<file path="config.mk">
export PLATFORM = sky130hd
export DESIGN_NAME = pasid_vcmd_regs
export DESIGN_NICKNAME = d
export VERILOG_FILES = /design/src/rtl/pasid_vcmd_pkg.sv /design/src/rtl/pasid_word_scan.sv /design/src/rtl/pasid_pool.sv /design/src/rtl/pasid_vcmd_regs.sv
export SDC_FILE = /design/constraint.sdc
export NUM_CORES = 1
export LEC_CHECK = 0
export BUFFER_PORTS_ARGS = -buffer_cell sky130_fd_sc_hd__clkbuf_2
export CORE_MARGIN = 10
export CORE_UTILIZATION = 57
export DETAILED_ROUTE_END_ITERATION = 16
export PLACE_DENSITY = 0.9
export SLEW_MARGIN = 20
export SYNTH_ARGS = -nofsm -noshare
export SYNTH_HDL_FRONTEND = slang
export SYNTH_SLANG_ARGS = --single-unit
</file>
<file path="constraint.sdc">
create_clock -name clk -period 2.91 [get_ports clk]
set_input_delay 0.582 -clock clk [delete_from_list [all_inputs] [get_ports clk]]
set_output_delay 0.582 -clock clk [all_outputs]
set_load 0.01 [all_outputs]
</file>
<file path="src/rtl/pasid_vcmd_pkg.sv">
package pasid_vcmd_pkg;
    localparam int PASID_W = 20;

    localparam logic [11:0] CAP_OFS  = 12'hE00;
    localparam logic [11:0] CMD_OFS  = 12'hE10;
    localparam logic [11:0] RESP_OFS = 12'hE20;

    localparam logic [7:0] OP_ALLOC = 8'd1;
    localparam logic [7:0] OP_FREE  = 8'd2;

    localparam logic [63:0] RESP_BUSY  = 64'h1;
    localparam logic [63:0] RESP_UNDEF = 64'h2;  // status 1 in bits 2:1
    localparam logic [63:0] RESP_NOID  = 64'h4;  // status 2 in bits 2:1

    typedef enum logic [1:0] {
        P_IDLE,
        P_SCAN,
        P_FREE
    } pool_state_e;
endpackage

</file>
<file path="src/rtl/pasid_word_scan.sv">
module pasid_word_scan #(
    parameter int WORD_W = 16,
    localparam int BIT_W = $clog2(WORD_W)
) (
    input  logic [WORD_W-1:0] word,
    output logic              found,
    output logic [BIT_W-1:0]  pos
);
    // lowest clear bit wins: walk downward so the last hit is the lowest
    always_comb begin
        found = 1'b0;
        pos   = '0;
        for (int i = WORD_W - 1; i >= 0; i--) begin
            if (!word[i]) begin
                found = 1'b1;
                pos   = BIT_W'(i);
            end
        end
    end
endmodule

</file>
<file path="src/rtl/pasid_pool.sv">
module pasid_pool
    import pasid_vcmd_pkg::*;
#(
    parameter int NUM_PASID = 64,
    parameter int WORD_W    = 16
) (
    input  logic               clk,
    input  logic               rst_n,
    input  logic               alloc_start,
    input  logic               free_start,
    input  logic [PASID_W-1:0] free_id,
    output logic               done,
    output logic               fail,
    output logic [PASID_W-1:0] result
);
    localparam int NUM_WORDS = NUM_PASID / WORD_W;
    localparam int WIDX_W    = (NUM_WORDS > 1) ? $clog2(NUM_WORDS) : 1;
    localparam int BIT_W     = $clog2(WORD_W);
    localparam int ID_W      = $clog2(NUM_PASID);

    typedef struct packed {
        pool_state_e          state;
        logic [WIDX_W-1:0]    widx;
        logic [NUM_PASID-1:0] used;
        logic [PASID_W-1:0]   fid;
    } pool_t;

    pool_t st_d, st_q;

    logic [WORD_W-1:0] words [NUM_WORDS];
    logic              hit;
    logic [BIT_W-1:0]  hit_pos;
    logic [ID_W-1:0]   hit_id;
    logic              fid_ok;

    // identifier 0 is presented as permanently taken
    for (genvar w = 0; w < NUM_WORDS; w++) begin : g_word
        assign words[w] = st_q.used[w*WORD_W +: WORD_W]
                        | {{(WORD_W-1){1'b0}}, (w == 0)};
    end

    pasid_word_scan #(.WORD_W(WORD_W)) u_scan (
        .word  (words[st_q.widx]),
        .found (hit),
        .pos   (hit_pos)
    );

    assign hit_id = ID_W'(st_q.widx) * ID_W'(WORD_W) + ID_W'(hit_pos);
    assign fid_ok = (st_q.fid < PASID_W'(NUM_PASID)) && (st_q.fid != '0)
                 && st_q.used[st_q.fid[ID_W-1:0]];

    always_comb begin
        st_d   = st_q;
        done   = 1'b0;
        fail   = 1'b0;
        result = '0;
        unique case (st_q.state)
            P_IDLE: begin
                if (alloc_start) begin
                    st_d.state = P_SCAN;
                    st_d.widx  = '0;
                end else if (free_start) begin
                    st_d.state = P_FREE;
                    st_d.fid   = free_id;
                end
            end
            P_SCAN: begin
                if (hit) begin
                    done              = 1'b1;
                    result            = PASID_W'(hit_id);
                    st_d.used[hit_id] = 1'b1;
                    st_d.state        = P_IDLE;
                end else if (st_q.widx == WIDX_W'(NUM_WORDS - 1)) begin
                    done       = 1'b1;
                    fail       = 1'b1;
                    st_d.state = P_IDLE;
                end else begin
                    st_d.widx = st_q.widx + WIDX_W'(1);
                end
            end
            P_FREE: begin
                done       = 1'b1;
                st_d.state = P_IDLE;
                if (fid_ok) st_d.used[st_q.fid[ID_W-1:0]] = 1'b0;
                else        fail = 1'b1;
            end
            default: st_d.state = P_IDLE;
        endcase
    end

    always_ff @(posedge clk) begin
        if (!rst_n) begin
            st_q.state <= P_IDLE;
            st_q.widx  <= '0;
            st_q.used  <= '0;
            st_q.fid   <= '0;
        end else begin
            st_q <= st_d;
        end
    end
endmodule

</file>
<file path="src/rtl/pasid_vcmd_regs.sv">
module pasid_vcmd_regs
    import pasid_vcmd_pkg::*;
#(
    parameter bit ALLOC_SUPPORT = 1'b1,
    parameter int NUM_PASID     = 64,
    parameter int WORD_W        = 16,
    parameter int ADDR_W        = 12
) (
    input  logic              clk,
    input  logic              rst_n,
    input  logic              bus_valid,
    input  logic              bus_write,
    input  logic              bus_wide,
    input  logic [ADDR_W-1:0] bus_addr,
    input  logic [63:0]       bus_wdata,
    output logic [63:0]       bus_rdata
);
    localparam logic [63:0] CAP_VALUE = {63'd0, ALLOC_SUPPORT};

    typedef struct packed {
        logic [63:0] cmd;
        logic [63:0] resp;
        logic        undef;
    } regs_t;

    regs_t st_d, st_q;

    logic [63:0]        cmd_q, resp_q;
    logic               hit_lo, hit_hi, accept;
    logic [63:0]        cmd_new;
    logic [7:0]         op;
    logic               alloc_start, free_start;
    logic               pool_done, pool_fail;
    logic [PASID_W-1:0] pool_result;
    logic [63:0]        rd_regs [3];
    logic [ADDR_W-1:0]  rd_ofs  [3];

    assign cmd_q  = st_q.cmd;
    assign resp_q = st_q.resp;

    assign hit_lo  = bus_valid && bus_write && (bus_addr == ADDR_W'(CMD_OFS));
    assign hit_hi  = bus_valid && bus_write && !bus_wide
                  && (bus_addr == ADDR_W'(CMD_OFS + 12'd4));
    assign cmd_new = hit_hi   ? {bus_wdata[31:0], st_q.cmd[31:0]} :
                     bus_wide ? bus_wdata :
                                {st_q.cmd[63:32], bus_wdata[31:0]};
    assign accept      = (hit_lo || hit_hi) && ALLOC_SUPPORT && !st_q.resp[0];
    assign op          = cmd_new[7:0];
    assign alloc_start = accept && (op == OP_ALLOC);
    assign free_start  = accept && (op == OP_FREE);

    pasid_pool #(.NUM_PASID(NUM_PASID), .WORD_W(WORD_W)) u_pool (
        .clk         (clk),
        .rst_n       (rst_n),
        .alloc_start (alloc_start),
        .free_start  (free_start),
        .free_id     (cmd_new[8 +: PASID_W]),
        .done        (pool_done),
        .fail        (pool_fail),
        .result      (pool_result)
    );

    always_comb begin
        st_d       = st_q;
        st_d.undef = 1'b0;
        if (accept) begin
            st_d.cmd   = cmd_new;
            st_d.resp  = RESP_BUSY;
            st_d.undef = !(alloc_start || free_start);
        end
        if (st_q.undef) st_d.resp = RESP_UNDEF;
        if (pool_done) begin
            st_d.resp = pool_fail ? RESP_NOID
                                  : {{(56-PASID_W){1'b0}}, pool_result, 8'd0};
        end
    end

    always_ff @(posedge clk) begin
        if (!rst_n) begin
            st_q.cmd   <= '0;
            st_q.resp  <= '0;
            st_q.undef <= 1'b0;
        end else begin
            st_q <= st_d;
        end
    end

    assign rd_regs[0] = CAP_VALUE;
    assign rd_regs[1] = st_q.cmd;
    assign rd_regs[2] = st_q.resp;
    assign rd_ofs[0]  = ADDR_W'(CAP_OFS);
    assign rd_ofs[1]  = ADDR_W'(CMD_OFS);
    assign rd_ofs[2]  = ADDR_W'(RESP_OFS);

    always_comb begin
        bus_rdata = '0;
        for (int i = 0; i < 3; i++) begin
            if (bus_addr == rd_ofs[i]) begin
                bus_rdata = bus_wide ? rd_regs[i] : {32'd0, rd_regs[i][31:0]};
            end else if (!bus_wide && (bus_addr == rd_ofs[i] + ADDR_W'(4))) begin
                bus_rdata = {32'd0, rd_regs[i][63:32]};
            end
        end
    end
endmodule

</file>
==> out/metrics.yaml <==
ys_async_sr_fraction: 0
violations: "negative setup slack"
die_y_um: 145
cts_tree: "yes"
final_cell_mix: "dfxtp_1 (162), clkbuf_2 (141), nand2_1 (120), nor2_1 (68), mux2i_1 (61)"
area_growth_pct: 19.7
hold_path.class: "in2reg"
worstSetupPathType: "in2out"
timing.critical_path.mode_cell: "clkbuf_2"
instances_no_fill: 1372
drv_cap: 0
fmax_ghz: 0.343
finClkSkew_ps: 15.8
worstPathRequired_ps: 2330
fin_crit_ps: 2910
yosysUniqueCellTypes: 74
cts_sinks: 162
synth-compound-area-share: 0.209
synth-simple-area-share: 0.222
grt_pass1_vias: 8938
drt_iter0_drc: 1463
synth_edf_count: 0
initial_core_util: 0.585
nNetsFinal: 1236
seq_area_frac_synth: 0.363
via_per_inst: 6.86
grt_max_degree: 65
p_leak_nw: 3.94
synth_top_area_share: 0.363
status: "complete, but fails checks"
antenna_left: 0
fillCellCount: 1071
critical-path-max-stage-delay_ps: 340
cp_slowest_cell: "nor4b_4"
final_hold_viol_count: 0
ys_seq_elements: 162
cts-root-buf: "clkbuf_16"
critPathCaptureType: "output port"
grt_first_pass_wirelength_um: 47600
dpl.cell_count: 1333
path_clk_slew_ps: 80
ir_worst_vdd_mv: 0.418
cp_cell_sequence: "clkbuf_2 -> nor4_4 -> nand4_1 -> nor4b_4 -> buf_6 -> clkbuf_16 -> a22o_1 -> clkbuf_2"
holdBufCountCts: 0
dieArea_um2: 21100
io_pins: 145
syn_nets: 1104
dp_slack_ps: 44.4
drv_slew: 0
antenna_cells: 0
regArea_um2: 3240
insertion_delay_ps: 440
vias: 9411
ys.flop_type: "dfxtp_1"
antenna_found_initial: 0
maxSlewHeadroom: 0.503
post-route-period-util: 1.00
track_usage: 0.271
setup_ws_ps: -3.30
p_total_mw: 4.60
rsz0062_at_grt: "true"
die_x_um: 145
synthAdderAreaFrac: 0.00981
wirelength_um: 31400
synth-warning-count: 0
critPathLaunchType: "input pin"
synth_mux_area_frac: 0.140
cts_max_level: 4
tritoncts.num_buffers: 17
cts_max_path_buffers: 2
overflow: 0
first_pass_iters: 6
power_density_nw_per_um2: 431
crit_arrival_ps: 2330
postLayoutCellArea_um2: 10700
multi_input_comb_area_um2: 5250
io_buffers: 144
critPathMaxFanout: 16
rows: 45
synth_area_per_cell_um2: 8.78
place_area_um2: 9980
worst_pin_slew_ps: 742
setup-tns-final_ps: -3.30
gp_congestion: 1.04
final-setup-viol-count: 1
core-area_um2: 15300
synth_top_family_by_area: "simple AND/OR/NAND/NOR gates"
synth_area_um2: 8920
drc: 0
ys_top_cells_by_area: "dfxtp_1 (36%), mux2i_1 (6.8%), mux4_2 (6.3%), nand2_1 (5.0%), a211oi_1 (4.6%)"
syn_inst: 1016
dp_hpwl_um: 21000
wl_per_cell_um: 22.9
synth_area_leader_cell: "dfxtp_1"
synth_xor_area_frac: 0
final_common_cell: "dfxtp_1"
drive_above_1_share: 0.256
## per-stage QoR
stage,utilization,hold slack (ps)
floorplan,-,427
global placement,0.654,449
detailed placement,0.654,457
CTS,0.692,376
global route,0.700,381
finish,0.700,379
## worst paths after layout
kind / from / end / slack [ps] / depth (start not counted)
worst max-delay path: bus_addr[6] / bus_rdata[26] / -3 / 8
worst min-delay path: bus_wdata[30] / cmd_q[30] / 380 / 3
worst max register to register: u_pool.st_q[84] / u_pool.st_q[44] / 50 / 7
worst min register to register: u_pool.st_q[20] / u_pool.st_q[20] / 460 / 2
## Yosys cell counts, types with 28 or more instances
library cell,n
o22ai_1,36
a21oi_1,45
nor4_1,36
mux2i_1,61
a211oi_1,55
nor2_1,69
buf_2,29
nand2_1,120
o21ai_0,28
and3_1,36
clkbuf_1,47
dfxtp_1,162
## critical path, delay by kind of cell
kind,cells,cell delay (ps)
AND/OR/NAND/NOR,3,900
AO/OA/AOI/OAI,1,210
buffers and inverters,4,620
## sequential cells by signal, indices dropped and copies added, names as in the netlist
| name | cells |
|---|---|
| u_pool.st_q | 88 |
| cmd_q | 64 |
| resp_q | 9 |
| st_q | 1 |
## per-layer routing
metal / global-route usage / wire, um / up-vias / part of all wire
li1: - / - / 4090 / -
met1: 0.337 / 11500 / 4351 / 0.37
met2: 0.428 / 14200 / 816 / 0.45
met3: 0.0692 / 4160 / 154 / 0.13
met4: 0.133 / 1540 / 0 / 0.049
met5: 0 / 0 / - / 0
## final cells by class
class	instances	area share
clock buffers	18	0.0402
multi-input cells	744	0.492
well taps	211	0.0247
flip-flops and latches	162	0.304
clock inverters	14	0.0130
inverters	24	0.00843
repair buffers	199	0.118
## kinds of logic after synthesis
group | count (synthesis)
simple gates | 374
compound gates | 270
mux | 93
buf+inv | 110
fa+ha+maj | 7
flops | 162
## what timing repair did
action | in CTS | in global routing
gates resized for setup | 0 | 18
setup buffers | 0 | 4
setup endpoints to repair | 0 | 98
## where the power goes
part / total [mW] / leakage, nW / internal (mW) / switching [mW]
Sequential: 2.22 / 1.30 / 2.22 / 0.0000773
Clock: 2.20 / 0.276 / 1.14 / 1.06
Combinational: 0.183 / 2.36 / 0.0690 / 0.114
Note: power is estimated with default switching activity, not from simulation.
